$ cat src/rtl/irq_pkg.sv
package irq_pkg;
  typedef enum logic [1:0] {
    PH_COUNT = 2'd0,
    PH_PULSE = 2'd1,
    PH_HOLD  = 2'd2
  } phase_e;
endpackage

$ cat src/rtl/tick_div.sv
module tick_div #(
  parameter int DIV = 4
) (
  input  logic clk_i,
  input  logic rst_ni,
  output logic tick_o
);
  localparam int DW = (DIV > 1) ? $clog2(DIV) : 1;

  logic [DW-1:0] div_q;

  always_ff @(posedge clk_i or negedge rst_ni) begin
    if (!rst_ni)                    div_q <= '0;
    else if (div_q == DW'(DIV - 1)) div_q <= '0;
    else                            div_q <= div_q + DW'(1);
  end

  assign tick_o = (div_q == DW'(DIV - 1));


  tick_gap_chk: assert property (@(posedge clk_i) disable iff (!rst_ni)
    tick_o |=> !tick_o);
endmodule

$ cat src/rtl/ival_decode.sv
module ival_decode #(
  parameter int CNT_W  = 11,
  parameter int IVAL_0 = 'h300,
  parameter int IVAL_1 = 'h380,
  parameter int IVAL_2 = 'h700,
  parameter int IVAL_3 = 'h780
) (
  input  logic [1:0]       sel_i,
  output logic [CNT_W-1:0] ival_o
);
  always_comb begin
    unique case (sel_i)
      2'b00:   ival_o = CNT_W'(IVAL_0);
      2'b01:   ival_o = CNT_W'(IVAL_1);
      2'b10:   ival_o = CNT_W'(IVAL_2);
      default: ival_o = CNT_W'(IVAL_3);
    endcase
  end
endmodule

$ cat src/rtl/interval_timer.sv
module interval_timer
  import irq_pkg::*;
#(
  parameter int CNT_W     = 11,
  parameter int PULSE_LEN = 32
) (
  input  logic             clk_i,
  input  logic             rst_ni,
  input  logic             tick_i,
  input  logic             hold_i,
  input  logic [CNT_W-1:0] ival_i,
  output phase_e           phase_o
);
  phase_e           phase_q;
  logic [CNT_W-1:0] cnt_q;

  always_ff @(posedge clk_i or negedge rst_ni) begin
    if (!rst_ni) begin
      phase_q <= PH_COUNT;
      cnt_q   <= '0;
    end else if (hold_i) begin
      phase_q <= PH_HOLD;
      cnt_q   <= '0;
    end else begin
      unique case (phase_q)
        PH_HOLD: begin
          phase_q <= PH_COUNT;
          cnt_q   <= '0;
        end
        PH_COUNT: if (tick_i) begin
          // >= so a jumper change mid-interval cannot skip the end
          if (cnt_q >= ival_i - CNT_W'(1)) begin
            phase_q <= PH_PULSE;
            cnt_q   <= '0;
          end else begin
            cnt_q <= cnt_q + CNT_W'(1);
          end
        end
        PH_PULSE: if (tick_i) begin
          if (cnt_q == CNT_W'(PULSE_LEN - 1)) begin
            phase_q <= PH_COUNT;
            cnt_q   <= '0;
          end else begin
            cnt_q <= cnt_q + CNT_W'(1);
          end
        end
        default: begin
          phase_q <= PH_COUNT;
          cnt_q   <= '0;
        end
      endcase
    end
  end

  assign phase_o = phase_q;


  pulse_len_chk: assert property (@(posedge clk_i) disable iff (!rst_ni)
    (phase_q == PH_PULSE) |-> (cnt_q < CNT_W'(PULSE_LEN)));


  hold_clear_chk: assert property (@(posedge clk_i) disable iff (!rst_ni)
    hold_i |=> (cnt_q == '0 && phase_q == PH_HOLD));
endmodule

$ cat src/rtl/nmi_edge.sv
module nmi_edge #(
  parameter int SYNC_STAGES = 2
) (
  input  logic clk_i,
  input  logic rst_ni,
  input  logic btn_i,
  output logic nmi_o
);
  logic [SYNC_STAGES:0] sh_q;

  always_ff @(posedge clk_i or negedge rst_ni) begin
    if (!rst_ni) sh_q <= '0;
    else         sh_q <= {sh_q[SYNC_STAGES-1:0], btn_i};
  end

  // release = falling edge after synchronisation
  assign nmi_o = sh_q[SYNC_STAGES] & ~sh_q[SYNC_STAGES-1];


  nmi_single_chk: assert property (@(posedge clk_i) disable iff (!rst_ni)
    nmi_o |=> !nmi_o);
endmodule

$ cat src/rtl/irq_pulse_gen.sv
module irq_pulse_gen
  import irq_pkg::*;
#(
  parameter int DIV       = 4,
  parameter int NUM_REQ   = 4,
  parameter int PULSE_LEN = 32,
  parameter int IVAL_0    = 'h300,
  parameter int IVAL_1    = 'h380,
  parameter int IVAL_2    = 'h700,
  parameter int IVAL_3    = 'h780
) (
  input  logic               clk_i,
  input  logic               rst_ni,
  input  logic [1:0]         jumper_i,
  input  logic [NUM_REQ-1:0] periph_irq_i,
  input  logic               btn_adv_i,
  input  logic               btn_ud_i,
  input  logic               btn_nmi_i,
  output logic               irq_o,
  output logic               handshake_o,
  output logic               diag_adv_o,
  output logic               diag_ud_o,
  output logic               nmi_o
);
  localparam int MAX_A    = (IVAL_0 > IVAL_1) ? IVAL_0 : IVAL_1;
  localparam int MAX_B    = (IVAL_2 > IVAL_3) ? IVAL_2 : IVAL_3;
  localparam int MAX_I    = (MAX_A > MAX_B) ? MAX_A : MAX_B;
  localparam int MAX_ALL  = (MAX_I > PULSE_LEN) ? MAX_I : PULSE_LEN;
  localparam int CNT_W    = $clog2(MAX_ALL + 1);

  logic             tick;
  logic             hold;
  logic [CNT_W-1:0] ival;
  phase_e           phase;
  logic             in_pulse;

  assign hold = |periph_irq_i;

  tick_div #(.DIV(DIV)) u_div (
    .clk_i  (clk_i),
    .rst_ni (rst_ni),
    .tick_o (tick)
  );

  ival_decode #(
    .CNT_W(CNT_W), .IVAL_0(IVAL_0), .IVAL_1(IVAL_1),
    .IVAL_2(IVAL_2), .IVAL_3(IVAL_3)
  ) u_dec (
    .sel_i  (jumper_i),
    .ival_o (ival)
  );

  interval_timer #(.CNT_W(CNT_W), .PULSE_LEN(PULSE_LEN)) u_tmr (
    .clk_i   (clk_i),
    .rst_ni  (rst_ni),
    .tick_i  (tick),
    .hold_i  (hold),
    .ival_i  (ival),
    .phase_o (phase)
  );

  nmi_edge #(.SYNC_STAGES(2)) u_nmi (
    .clk_i  (clk_i),
    .rst_ni (rst_ni),
    .btn_i  (btn_nmi_i),
    .nmi_o  (nmi_o)
  );

  assign in_pulse    = (phase == PH_PULSE);
  assign irq_o       = (phase != PH_COUNT);
  assign handshake_o = ~in_pulse;
  assign diag_adv_o  = in_pulse ? btn_adv_i : 1'b1;
  assign diag_ud_o   = in_pulse ? btn_ud_i  : 1'b1;


  hshake_in_irq_chk: assert property (@(posedge clk_i) disable iff (!rst_ni)
    !handshake_o |-> irq_o);


  diag_idle_high_chk: assert property (@(posedge clk_i) disable iff (!rst_ni)
    !irq_o |-> (diag_adv_o && diag_ud_o));


  hold_irq_chk: assert property (@(posedge clk_i) disable iff (!rst_ni)
    hold |=> (irq_o && handshake_o));


  release_clear_chk: assert property (@(posedge clk_i) disable iff (!rst_ni)
    $fell(hold) |=> !irq_o);
endmodule

$ cat config.mk
export PLATFORM = sky130hd
export DESIGN_NAME = irq_pulse_gen
export DESIGN_NICKNAME = d
export VERILOG_FILES = /design/src/rtl/irq_pkg.sv /design/src/rtl/tick_div.sv /design/src/rtl/ival_decode.sv /design/src/rtl/interval_timer.sv /design/src/rtl/nmi_edge.sv /design/src/rtl/irq_pulse_gen.sv
export SDC_FILE = /design/constraint.sdc
export NUM_CORES = 1
export LEC_CHECK = 0
export ABC_CLOCK_PERIOD_IN_PS = 4040
export BUFFER_PORTS_ARGS = -buffer_cell sky130_fd_sc_hd__buf_2
export CAP_MARGIN = 0
export CORE_AREA = 2 2 54 56
export CTS_BUF_LIST = sky130_fd_sc_hd__clkbuf_16
export DETAILED_ROUTE_END_ITERATION = 8
export DIE_AREA = 0 0 56 58
export PLACE_DENSITY_LB_ADDON = 0.08
export SLEW_MARGIN = 5
export SYNTH_ARGS = -nofsm -noshare
export SYNTH_HDL_FRONTEND = slang
export SYNTH_SLANG_ARGS = --single-unit
$ cat constraint.sdc
create_clock -name clk_i -period 4.04 [get_ports clk_i]
set_input_delay 0.606 -clock clk_i [delete_from_list [all_inputs] [get_ports clk_i]]
set_output_delay 0.606 -clock clk_i [all_outputs]
set_load 0.01 [all_outputs]
# Yosys cells after proc, flatten, opt, wreduce, memory -nomap -nowiden
# Cells that the tools add are included.
# word_totals
register_bits,18
in_bits,11
output_inout_bits,5
wordCells,42
# classes
addsub,3
order_cmp,1
n_eq_ne,9
mux,16
bitwise,3
reduce_logical,6
# ops
op,count
$mux W11,5
$pmux W11 S3,1
$pmux W11 S2,1
$mux W2,6
$add A11 B1 Y11 const B,1
$eq A11 B5 Y1 const B,1
$ge A11 B11 Y1,1
$sub A11 B1 Y11 const B,1
$ne A3 B2 Y1 const B,2
$ne A3 B3 Y1 const B,2
$eq A2 B1 Y1 const B,2
$eq A2 B2 Y1 const B,2
$logic_not A2 Y1,2
$pmux W2 S2,1
$reduce_and A4 Y1,1
$reduce_or A4 Y1,1
$add A2 B1 Y2 const B,1
$mux W1,2
$not A1 Y1,2
$reduce_and A2 Y1,1
$reduce_bool A2 Y1,1
$and A1 B1 Y1,1

# Depth between registers and ports, before layout
# Gate-level depths: netlist (run 1).
# logic_depth
word_depth,8
depth_mapped,8
depth_no_buf,7

# Modules after synthesis
# From an unflattened synthesis (run 1), not the netlist that was laid out.
# unflattened
hier_cells,169
area_unflattened_um2,1442.6
# modules_own_cells
module,n_inst,cells_each,area_per_inst_um2,seq_area_each_um2
interval_timer,1,143,1167.4,325.3
nmi_edge,1,4,88.8,75.1
ival_decode,1,13,82.6,0.0
tick_div,1,4,66.3,50.0
irq_pulse_gen,1,5,37.5,0.0

# Least setup slack after synthesis (run 1)
# No wires, ideal clock.
# synth_timing
path_type,input port to flip-flop
from,in jumper_i[0]
to,reg u_tmr.cnt_q[5]
setup_time_ns,0.082
t_arrival_ns,1.921
required_ns,3.958
path_slack_ns,2.037
cell_stages,8
n_path_buf,1
path_cell_list,inv_1 > ha_1 > a21oi_1 > nor2_1 > a211oi_2 > buf_2 > nand4_1 > a31oi_1
# synth_between
elab_chain_len,8
word_cells_on_any_way,10
classes_between,add/sub: 1; order compare: 1; eq/ne: 2; mux: 5; reduce/logical: 1
# synth_rtl
item,line_no,source
from (decl),irq_pulse_gen.sv:14,"input logic [1:0] jumper_i,"
$eq A2 B2 Y1 (tied with other cells),ival_decode.sv:12,unique case (sel_i)
$pmux W11 S3 *,ival_decode.sv:12,
$sub A11 B1 Y11 *,interval_timer.sv:32,if (cnt_q >= ival_i - CNT_W'(1)) begin
$ge A11 B11 Y1 *,interval_timer.sv:32,
$mux W11 *,interval_timer.sv:32,
$mux W11 *,interval_timer.sv:30,PH_COUNT: if (tick_i) begin
$pmux W11 S2 *,interval_timer.sv:25,unique case (phase_q)
$mux W11 *,interval_timer.sv:21,end else if (hold_i) begin
to (signal assigned),interval_timer.sv:36,cnt_q <= cnt_q + CNT_W'(1);
to (signal assigned),interval_timer.sv:44,cnt_q <= cnt_q + CNT_W'(1);
to (decl),interval_timer.sv:15,logic [CNT_W-1:0] cnt_q;
# Every way passes the cells marked *; elsewhere a longest branch is shown, timed or not. The select of a mux whose other input is x is not followed.
# A chain may end at the register's enable or synchronous reset.

# Final worst setup path (run 1)
# layout_timing
from,in jumper_i[0]
to,reg u_tmr.cnt_q[4]
# The elaborated chain is that of the path after synthesis.

==> impl_results.md, run 1 <==
- Mapped cell area: 0.00101 mm²
- Clock buffer depth: 2
- Die ar.: 0.00325 mm²
- Antenna Cells: 0
- Cells along the critical path: buf_2, inv_1, ha_1, a21oi_1, nor2_1, a211oi_2, a21oi_1, a211oi_1
- Top delay family on crit path: compound AO/OA/AOI/OAI gates
- DR top layer: met4
- Post-CTS Setup Repair Bufs: 0
- Clk slew on worst S/H paths: 0.05 ns
- Period utilization: 0.587
- I/O pin count: 16
- H-Tree Depth: 1
- Clock skew: 0.00426 ns
- Crit-path slowest cell: a211oi_2
- Reg2reg path depth: 6
- Worst EP required: 4.19 ns
- 1st-iter DRT viols: 25
- Fillers: 274
- Worst Path Arrival: 2.53 ns
- FF+latch count, synth: 18
- Antenna violations before repair: 0
- Crit path kind: input port to register
- Met2 Routed Length: 1020 µm
- Most used cell, CP: a21oi_1
- Placed Cells: 156
- Critical Path End Type: register
- Vias per cell: 5.76
- PwrDens: 330 mW/mm²
- Final worst slack: 1.67 ns
- Area grow syn2layout: 16.2%
- Die Y: 58 µm
- Setup violations, final: 0
- Cell Count, Final, Fillers Out: 159
- Worst R2R End: u_tmr.cnt_q[4]$_DFFE_PN0P_
- CP bufs+invs: 2
- Dpl ws: 1.42 ns
- Ys Warns: 0
- Sequential fraction of the synthesis area: 0.445
- Layout cell share with drive strength beyond 1: 0.180
- Core ar.: 0.00266 mm²
- # resized after CTS: 0
- Pin count of the biggest net entering global routing: 19
- Wire per inst: 13.4 µm
- Dpl hpwl: 1540 µm
- CTS tree: yes
- Routed WL: 2130 µm
- Maximum clock rate: 421 MHz
- FF-to-FF Start: u_tmr.cnt_q[8]$_DFFE_PN0P_
- Die width: 56 µm
- Max IR drop VDD: 0.327 mV
- Relative slew margins: 0.339
- Setup crit start: jumper_i[0]
- DRC: 0
- Number of CTS-inserted buffers: 3
- GRT overflow: 0
- Unrepaired setup endpoints after global routing: no
- Tmin final: 2.37 ns
- Status: finished, final reports clean
- Nets: 146
- First-pass DRT Iterations: 4
- M1 wire length: 996 µm
- Post-synthesis instance total: 116
- I/O Buffers: 15
- Max Slew Vio Count: 0
- CTS root buf: clkbuf_16
- Final TNS setup: 0 ns
- Vias in the first global route: 770
- Via count: 916
- Post-CTS Hold Buffers: 0
- Final Hold Vio Count: 0
- GPL Wtd Cong: 0.811
- Syn_nets: 132
- Met3 wire len: 94 µm
- Slew @ Worst Pin: 0.989 ns
- Post-DRT Antenna Nets: 0
- Hold Crit Class: input port to asynchronous set/reset pin
- R2R Setup Slk: 1.67 ns
- Post-synth cell types: 30
- MaxCap Viol Count: 0
- Overall Global Routing Usage: 0.142
- Worst setup SP type: input port
- Syn_area_per_cell: 8.73 µm²
- Leakage: 0.450 nW
- Worst-skew pair later-pin latency: 0.25 ns
- Slowest stage delay, CP: 0.82 ns
- Worst Path Max Fanout: 16
- CTS Sinks: 18
- Starting density of the core: 0.380
- First-pass GRT wire length: 3570 µm
- # rows: 19
==> area by class of cell <==
class	count	area [µm²]	area share
clock buffer	3	75.1	0.0638
inverter	4	15.0	0.0128
multi-input combinational	88	522	0.444
sequential	18	450	0.383
tap	31	38.8	0.0330
timing repair buffer	15	75.1	0.0638
==> where the power goes <==
part | total (mW) | internal (mW) | switching [mW]
clock | 0.194 | 0.130 | 0.0635
sequential | 0.183 | 0.182 | 0.000587
combinational | 0.0118 | 0.00532 | 0.00645
==> synth_stat cells <==
library cell,number,area [µm²]
a211oi_1,1,7.51
a211oi_2,1,12.5
a21oi_1,6,30.0
a31oi_1,6,37.5
and3_1,1,6.26
and4_1,1,8.76
buf_2,2,10.0
clkbuf_1,4,15.0
dfrtp_1,18,450
ha_1,5,62.6
inv_1,4,15.0
mux2i_1,1,10.0
nand2_1,17,63.8
nand2b_1,1,6.26
nand3_1,9,45.0
nand3b_1,1,7.51
nand4_1,9,56.3
nor2_1,6,22.5
nor2b_1,3,18.8
nor3_1,5,25.0
nor4_1,3,18.8
o211ai_1,1,7.51
o21ai_1,2,10.0
o22ai_1,1,6.26
o31ai_1,1,7.51
or2_0,1,6.26
or2_2,3,18.8
or3_1,1,6.26
or4_4,1,11.3
xor2_1,1,8.76
==> layer usage <==
metal / track usage / up-vias
met4: 0.0408 / 0
li1: - / 454
met2: 0.234 / 22
met5: 0 / -
met3: 0.0469 / 4
met1: 0.181 / 436
==> cell families after synthesis <==
group | synth area share
simple gates | 0.318
compound gates | 0.117
flops | 0.445
buf+inv | 0.0395
fa+ha+maj | 0.0618
xor+xnor | 0.00865
mux | 0.00989
==> worst reg2reg max path, stage by stage (launching register included) <==
cell      delay (ns)
dfrtp_1         0.45
ha_1            0.32
a21oi_1         0.13
nor2_1          0.06
a211oi_2        0.82
a21oi_1         0.22
a211oi_1        0.28
==> flip-flops by register name, summed over array words and instances (netlist names) <==
signal         cells
u_div.div_q        2
u_nmi.sh_q         3
u_tmr.cnt_q       11
u_tmr.phase_o      2
==> how the worst max path moves through the flow <==
stage               slack, ns  cells after the start                          to
floorplan                2.04                      8  u_tmr.cnt_q[5]$_DFFE_PN0P_
global placement         1.50                      8  u_tmr.cnt_q[4]$_DFFE_PN0P_
detailed placement       1.42                      8  u_tmr.cnt_q[4]$_DFFE_PN0P_
CTS                      1.69                      8  u_tmr.cnt_q[4]$_DFFE_PN0P_
global route             1.52                      6  u_tmr.cnt_q[0]$_DFFE_PN0P_
finish                   1.67                      8  u_tmr.cnt_q[4]$_DFFE_PN0P_
==> placed cells by master, fill, tap and decap left out, drive strengths merged, types with 2 or more instances in the layout <==
| cell type | instances |
|---|---|
| a21oi | 6 |
| clkbuf | 3 |
| ha | 5 |
| a31oi | 6 |
| nand3 | 9 |
| nor2 | 6 |
| or2 | 4 |
| nor4 | 3 |
| o21ai | 2 |
| nor3 | 5 |
| nor2b | 3 |
| nand4 | 9 |
| buf | 15 |
| dfrtp | 18 |
| nand2 | 17 |
| a211oi | 2 |
| inv | 4 |
==> through the flow <==
step                hold WS, ns  area [µm²]  power (mW)  utilization
floorplan                 0.310        1010       0.189            -
global placement          0.333        1100       0.198        0.414
detailed placement        0.340        1100       0.198        0.414
CTS                       0.300        1180       0.395        0.442
global route              0.316        1180       0.405        0.442
finish                    0.283        1180       0.388        0.442
Note: power is estimated with default switching activity, not from simulation.
==> run 2: changes to the inputs <==
--- a/config.mk
+++ b/config.mk
@@ -5,7 +5,7 @@
 export SDC_FILE = /design/constraint.sdc
 export NUM_CORES = 1
 export LEC_CHECK = 0
-export ABC_CLOCK_PERIOD_IN_PS = 4040
+export ABC_CLOCK_PERIOD_IN_PS = 1900
 export BUFFER_PORTS_ARGS = -buffer_cell sky130_fd_sc_hd__buf_2
 export CAP_MARGIN = 0
 export CORE_AREA = 2 2 54 56
==> constraint.sdc (replaced) <==
create_clock -name clk_i -period 1.9 [get_ports clk_i]
set_input_delay 0.285 -clock clk_i [delete_from_list [all_inputs] [get_ports clk_i]]
set_output_delay 0.285 -clock clk_i [all_outputs]
set_load 0.01 [all_outputs]
==> impl_results.md, run 2 (synthesis gave the netlist of run 1 again) <==
- Starting density of the core: 0.380 (unchanged)
- Post-CTS Setup Repair Bufs: 0 (unchanged)
- Max reg flops: 11 (unchanged)
- Final Hold Vio Count: 0 (unchanged)
- Die width: 56 µm (unchanged)
- Top flop regs: u_tmr.cnt_q x11, u_nmi.sh_q x3 (unchanged)
- Clock buffer depth: 2 (unchanged)
- Clock skew: 0.00666 ns (was 0.00426 ns)
- Routed WL: 2370 µm (was 2130 µm)
- Worst Path Arrival: 1.95 ns (was 2.53 ns)
- Setup violations, final: 0 (unchanged)
- Number of CTS-inserted buffers: 3 (unchanged)
- H-Tree Depth: 1 (unchanged)
- DRC: 0 (unchanged)
- GPL Wtd Cong: 0.796 (was 0.811)
- Placed cell area: 0.00121 mm² (was 0.00110 mm²)
- CTS Sinks: 18 (unchanged)
- Pin count of the biggest net entering global routing: 19 (unchanged)
- Unrepaired setup endpoints after global routing: yes (was no)
- Vias per cell: 5.53 (was 5.76)
- CTS tree: yes (unchanged)
- Layout cell share with drive strength beyond 1: 0.271 (was 0.180)
- Hold Crit Class: input port to register (was input port to asynchronous set/reset pin)
- Final Cell Area: 0.00132 mm² (was 0.00118 mm²)
- PwrDens: 639 mW/mm² (was 330 mW/mm²)
- Worst-skew pair later-pin latency: 0.25 ns (about the same)
- Clk slew on worst S/H paths: 0.06 ns (was 0.05 ns)
- Vias in the first global route: 957 (was 770)
- Overall Global Routing Usage: 0.161 (was 0.142)
- CTS root buf: clkbuf_16 (unchanged)
- Max IR drop VDD: 0.426 mV (was 0.327 mV)
- Met3 wire len: 64 µm (was 94 µm)
- Wire per inst: 13.5 µm (was 13.4 µm)
- M1 wire length: 1150 µm (was 996 µm)
- Core ar.: 0.00266 mm² (unchanged)
- Final TNS setup: 0 ns (unchanged)
- Commonest non-fill, non-tap cell in the layout: dfrtp_1 (unchanged)
- Tmin final: 1.78 ns
- DR top layer: met3 (was met4)
- Post-DRT Antenna Nets: 0 (unchanged)
- Dpl hpwl: 1720 µm (was 1540 µm)
- Met2 Routed Length: 1160 µm (was 1020 µm)
- Critical Path End Type: register (unchanged)
- Maximum clock rate: 563 MHz
- # rows: 19 (unchanged)
- Leakage: 0.531 nW (was 0.450 nW)
- Status: finished, final reports clean (unchanged)
- Power, Total: 0.841 mW (was 0.388 mW)
- Max Slew Vio Count: 0 (unchanged)
- First-pass DRT Iterations: 4 (unchanged)
- Worst EP required: 2.08 ns (was 4.19 ns)
- Worst setup SP type: register (was input port)
- Nets: 161 (was 146)
- First-pass GRT wire length: 4230 µm (was 3570 µm)
- Most frequent cells in the layout: dfrtp_1 (18), nand2_1 (17), buf_2 (15) (unchanged)
- Largest Register: u_tmr.cnt_q (unchanged)
- Crit path kind: register to register (was input port to register)
- GRT overflow: 0 (unchanged)
- Relative slew margins: 0.720 (was 0.339)
- Antenna violations before repair: 0 (unchanged)
- I/O pin count: 16 (unchanged)
- Slew @ Worst Pin: 0.420 ns (was 0.989 ns)
- Worst Path Max Fanout: 6 (was 16)
- Via count: 967 (was 916)
- 1st-iter DRT viols: 35 (was 25)
- I/O Buffers: 15 (unchanged)
- Die Y: 58 µm (unchanged)
- Period utilization: 0.935
- Antenna Cells: 0 (unchanged)
- Area grow syn2layout: 30.0% (was 16.2%)
- MaxCap Viol Count: 0 (unchanged)
- Die ar.: 0.00325 mm² (unchanged)
-- run 2: changes by cell type in the layout (fill, tap and decap cells not counted), sizes merged --
cell,previous run,this run
buf,15,29
clkinv,0,1
dlygate4sd3,0,1
-- run 2: path summary, 6_finish.rpt --
path | start | slack, ns | end | cells past startpoint
min in group asynchronous | rst_ni | 0.50 | u_tmr.cnt_q[6]$_DFFE_PN0P_ | 2
worst max register to register | u_tmr.cnt_q[8]$_DFFE_PN0P_ | 0.12 | u_tmr.phase_o[0]$_DFFE_PN0P_ | 6
worst max-delay path | u_tmr.cnt_q[8]$_DFFE_PN0P_ | 0.12 | u_tmr.phase_o[0]$_DFFE_PN0P_ | 6
max in group asynchronous | rst_ni | 1.09 | u_tmr.cnt_q[1]$_DFFE_PN0P_ | 2
worst min register to register | u_nmi.sh_q[0]$_DFF_PN0_ | 0.35 | u_nmi.sh_q[1]$_DFF_PN0_ | 0
worst min-delay path | btn_nmi_i | 0.15 | u_nmi.sh_q[0]$_DFF_PN0_ | 1
-- run 2: timing repair --
action,CTS,global route
endpoints found under the setup margin,0,10
gates resized for setup,0,4
hold buffers,1,0
hold endpoints to repair,18,0
-- run 2: final cells by class --
class                      instances  area (µm²)
tap                               31        38.8
clock inverter                     1        3.75
fill                             262        1350
clock buffer                       3        75.1
multi-input combinational         88         539
sequential                        18         450
timing repair buffer              30         194
inverter                           4        15.0
-- run 2: where the power goes --
group	internal (mW)	switching [mW]	leakage, nW
combinational	0.0128	0.0141	0.257
clock	0.280	0.145	0.0385
sequential	0.387	0.00134	0.236
total	0.680	0.161	0.531
-- run 2: per-stage QoR --
| stage | cells | worst slack [ns] | hold slack [ns] | util |
|---|---|---|---|---|
| 2_1_floorplan | 116 | 0.106 | -0.0106 | - |
| 3_3_place_gp | 170 | 0.0597 | 0.244 | 0.453 |
| 3_5_place_dp | 170 | 0.00523 | 0.253 | 0.453 |
| 4_1_cts | 175 | 0.0373 | 0.143 | 0.486 |
| 5_1_grt | 175 | -0.00345 | 0.140 | 0.494 |
| 6_report | 175 | 0.124 | 0.147 | 0.494 |
-- run 2: metal layers --
| metal | vias to the layer above | GRT usage |
|---|---|---|
| met3 | 0 | 0.0268 |
| met1 | 469 | 0.222 |
| met2 | 17 | 0.271 |
| met5 | - | 0 |
| li1 | 481 | - |
| met4 | 0 | 0.0306 |
-- run 2: critical path, cell delays in order, from the launching register on --
cell	delay, ns
dfrtp_1	0.40
ha_1	0.30
nand4_1	0.13
nor4_2	0.34
a211oi_4	0.11
a21oi_1	0.23
mux2i_1	0.20
==> run 3: changes to the inputs <==
--- a/config.mk
+++ b/config.mk
@@ -8,12 +8,13 @@
 export ABC_CLOCK_PERIOD_IN_PS = 1900
 export BUFFER_PORTS_ARGS = -buffer_cell sky130_fd_sc_hd__buf_2
 export CAP_MARGIN = 0
-export CORE_AREA = 2 2 54 56
+export CORE_AREA = 2 2 64 66
 export CTS_BUF_LIST = sky130_fd_sc_hd__clkbuf_16
 export DETAILED_ROUTE_END_ITERATION = 8
-export DIE_AREA = 0 0 56 58
+export DIE_AREA = 0 0 66 68
 export PLACE_DENSITY_LB_ADDON = 0.08
 export SLEW_MARGIN = 5
 export SYNTH_ARGS = -nofsm -noshare
 export SYNTH_HDL_FRONTEND = slang
+export SYNTH_HIERARCHICAL = 1
 export SYNTH_SLANG_ARGS = --single-unit
==> impl_results.md, run 3 <==
- Status: finished, final reports clean (unchanged)
- Nets: 224 (was 161)
- FF+latch count, synth: 18 (unchanged)
- Number of CTS-inserted buffers: 3 (unchanged)
- Most frequent cells in the layout: buf_4 (16), dfrtp_1 (16), buf_2 (15) (was dfrtp_1 (18), nand2_1 (17), buf_2 (15))
- H-Tree Depth: 1 (unchanged)
- Core ar.: 0.00386 mm² (was 0.00266 mm²)
- Fillers: 399 (was 262)
- Max reg flops: 11 (unchanged)
- R2R Setup Slk: 0.04 ns (was 0.12 ns)
- Worst Path Max Fanout: 4 (was 6)
- Die ar.: 0.00449 mm² (was 0.00325 mm²)
- Synth Area in XOR/XNOR: 0.0486 (was 0.00865)
- PwrDens: 498 mW/mm² (was 639 mW/mm²)
- Post-DRT Antenna Nets: 0 (unchanged)
- Post-synthesis instance total: 169 (was 116)
- Worst Hold Launch: btn_nmi_i (unchanged)
- # rows: 23 (was 19)
- Yosys top cell area share: 0.312 (was 0.445)
- Hold Crit Class: input port to register (unchanged)
- Post-synthesis mux area share: 0.00781 (was 0.00989)
- Leakage: 0.808 nW (was 0.531 nW)
- Number of flops mapped to enable cells by yosys: 0 (unchanged)
- Tmin final: 1.86 ns (was 1.78 ns)
- Count leader, synth: dfrtp_1 (unchanged)
- Final Hold Vio Count: 0 (unchanged)
- Busiest grt layer: met2 (unchanged)
- Top flop regs: u_tmr/cnt_q x11, u_nmi/sh_q x3 (was u_tmr.cnt_q x11, u_nmi.sh_q x3)
- Largest area contributor in the synthesized netlist: dfrtp_1 (unchanged)
- Clock skew: 0.00399 ns (was 0.00666 ns)
- Power, Total: 0.902 mW (was 0.841 mW)
- Die Y: 68 µm (was 58 µm)
- Post-synth cell types: 39 (was 30)
- Antenna Cells: 0 (unchanged)
- I/O pin count: 16 (unchanged)
- CTS Sinks: 18 (unchanged)
- Overall Global Routing Usage: 0.143 (was 0.161)
- Post-Synth Adder-Cell Area: 0.121 (was 0.0618)
- Worst EP required: 2.05 ns (was 2.08 ns)
- Period utilization: 0.981 (was 0.935)
- Layout cell share with drive strength beyond 1: 0.298 (was 0.271)
- M2 GR Usage: 0.220 (was 0.271)
- Max IR drop VDD: 0.289 mV (was 0.426 mV)
- GPL Wtd Cong: 0.799 (was 0.796)
- Dpl ws: -0.0959 ns (was 0.00523 ns)
- DRC: 0 (unchanged)
- First-pass GRT wire length: 4830 µm (was 4230 µm)
- Wire per inst: 13.4 µm (was 13.5 µm)
- Maximum clock rate: 536 MHz (was 563 MHz)
- Setup violations, final: 0 (unchanged)
- Crit path kind: register to register (unchanged)
- Setup crit start: u_tmr/cnt_q[8]$_DFFE_PN0P_ (was u_tmr.cnt_q[8]$_DFFE_PN0P_)
- Ys async rst share: 1.00 (unchanged)
- Max Slew Vio Count: 0 (unchanged)
- Largest family of logic cells by synthesized area: simple AND/OR/NAND/NOR gates (unchanged)
- Synth Area in Simple Gates: 0.289 (was 0.318)
- MaxCap Viol Count: 0 (unchanged)
- Grt met1 use: 0.193 (was 0.222)
- Reg2reg path depth: 6 (unchanged)
- Most used DFF post-synth: dfrtp_1 (unchanged)
- Sequential fraction of the synthesis area: 0.312 (was 0.445)
- Critical Path End Type: register (unchanged)
- Ys Warns: 6 (was 0)
- Pin count of the biggest net entering global routing: 19 (unchanged)
- Starting density of the core: 0.374 (was 0.380)
- Mapped cell area: 0.00144 mm² (was 0.00101 mm²)
- Largest Register: u_tmr/cnt_q (was u_tmr.cnt_q)
- Hold EP: u_nmi/sh_q[0]$_DFF_PN0_ (was u_nmi.sh_q[0]$_DFF_PN0_)
- Top cells by count, synth: dfrtp_1 (18), ha_1 (14), nand3_1 (13), nor2_1 (13), a31oi_1 (10) (was dfrtp_1 (18), nand2_1 (17), nand3_1 (9), nand4_1 (9))
- 1st-iter DRT viols: 69 (was 35)
- CTS tree: yes (unchanged)
- First-pass DRT Iterations: 4 (unchanged)
- Via count: 1,267 (was 967)
- GR met3 Demand/Resource: 0.0148 (was 0.0268)
- GRT overflow: 0 (unchanged)
- Worst R2R End: u_tmr/cnt_q[4]$_DFFE_PN0P_ (was u_tmr.phase_o[0]$_DFFE_PN0P_)
- I/O Buffers: 15 (unchanged)
- Worst-skew pair later-pin latency: 0.25 ns (about the same)
- Syn_area_per_cell: 8.54 µm² (was 8.73 µm²)
- Area grow syn2layout: 25.7% (was 30.0%)
- Clock buffer depth: 2 (unchanged)
- FF-to-FF Start: u_tmr/cnt_q[8]$_DFFE_PN0P_ (was u_tmr.cnt_q[8]$_DFFE_PN0P_)
- Hold depth: 1 (unchanged)
- Final worst slack: 0.0360 ns (was 0.124 ns)
- Post-synthesis compound-gate area fraction: 0.133 (was 0.117)
- Hold slack: 0.134 ns (was 0.147 ns)
- Antenna violations before repair: 0 (unchanged)
- Vias per cell: 5.11 (was 5.53)
- Worst Path Arrival: 2.01 ns (was 1.95 ns)
- Synth top area cells: dfrtp_1 (31%), ha_1 (12%), buf_4 (4.7%), nand3_1 (4.5%), a31oi_1 (4.3%) (was dfrtp_1 (44%), nand2_1 (6.3%), ha_1 (6.2%), nand4_1 (5.6%), nand3_1 (4.4%))
- CTS root buf: clkbuf_16 (unchanged)
- Final TNS setup: 0 ns (unchanged)
- Dpl hpwl: 2390 µm (was 1720 µm)
- Vias in the first global route: 1,091 (was 957)
- Unrepaired setup endpoints after global routing: yes (unchanged)
- Routed WL: 3340 µm (was 2370 µm)
- Die width: 66 µm (was 56 µm)
- Worst setup SP type: register (unchanged)
- Clk slew on worst S/H paths: 0.06 ns (about the same)
## run 3: cell types whose count changed after synthesis, sizes merged, moves of 4 or more
cell   delta
ha        +9
buf       +9
o21ai     +4
a31oi     +4
nand2     -8
nor2      +7
nand3     +4
xnor2     +6
nand4     -7
## run 3: repair_timing
action	4_1_cts	5_1_grt
setup buffers	0	6
gates resized for setup	1	19
hold endpoints to repair	18	0
pin swaps	0	19
endpoints found under the setup margin	2	11
hold buffers	1	0
gates cloned	0	1
## run 3: worst max path at each step
stage	to
finish	u_tmr/cnt_q[4]$_DFFE_PN0P_
global route	u_tmr/cnt_q[4]$_DFFE_PN0P_
CTS	u_tmr/cnt_q[10]$_DFFE_PN0P_
detailed placement	u_tmr/cnt_q[2]$_DFFE_PN0P_
global placement	u_tmr/cnt_q[2]$_DFFE_PN0P_
floorplan	u_tmr/cnt_q[5]$_DFFE_PN0P_
## run 3: cells by family (layout without fill, tap and decap cells)
group                      count (synthesis)  count (layout)
xor gates and xnor gates                   8               8
other                                      2               9
AOI/OAI and AO/OA                         30              31
muxes                                      1               1
DFF                                       18              18
adders and majority gates                 14              14
buffers and inverters                     21              42
and+or+nand+nor                           75              75
## run 3: cell type report
type	count	area, µm²	share of cell area
multi-input combinational	138	983	0.542
sequential	18	453	0.250
timing repair buffer	33	216	0.119
tap	50	62.6	0.0345
inverter	5	18.8	0.0104
clock inverter	1	3.75	0.00207
clock buffer	3	75.1	0.0414
## run 3: worst max-delay path, cell delays in order, from the launching register on
cell and delay (ns):
dfrtp_1 0.41, ha_1 0.29, and3_4 0.18, nand4_1 0.26, a31oi_2 0.34, o31ai_1 0.11, a21o_1 0.16
## run 3: metrics by stage
stage | utilization | cell area [µm²] | std cells
after global placement | 0.413 | 1590 | 236
after CTS | 0.436 | 1680 | 241
after detailed placement | 0.413 | 1590 | 236
after floorplan | - | 1480 | 176
after global routing | 0.470 | 1810 | 248
final | 0.470 | 1810 | 248
## run 3: power by group
group	leakage (nW)	total, mW	internal (mW)	switching [mW]
clock	0.0385	0.432	0.280	0.152
sequential	0.232	0.390	0.387	0.00227
combinational	0.537	0.0806	0.0372	0.0435
## run 3: metal layers
layer  routed length (µm)  share of wire
met4                   76          0.023
met5                    0              0
met3                   95          0.028
met1                 1590           0.48
met2                 1570           0.47
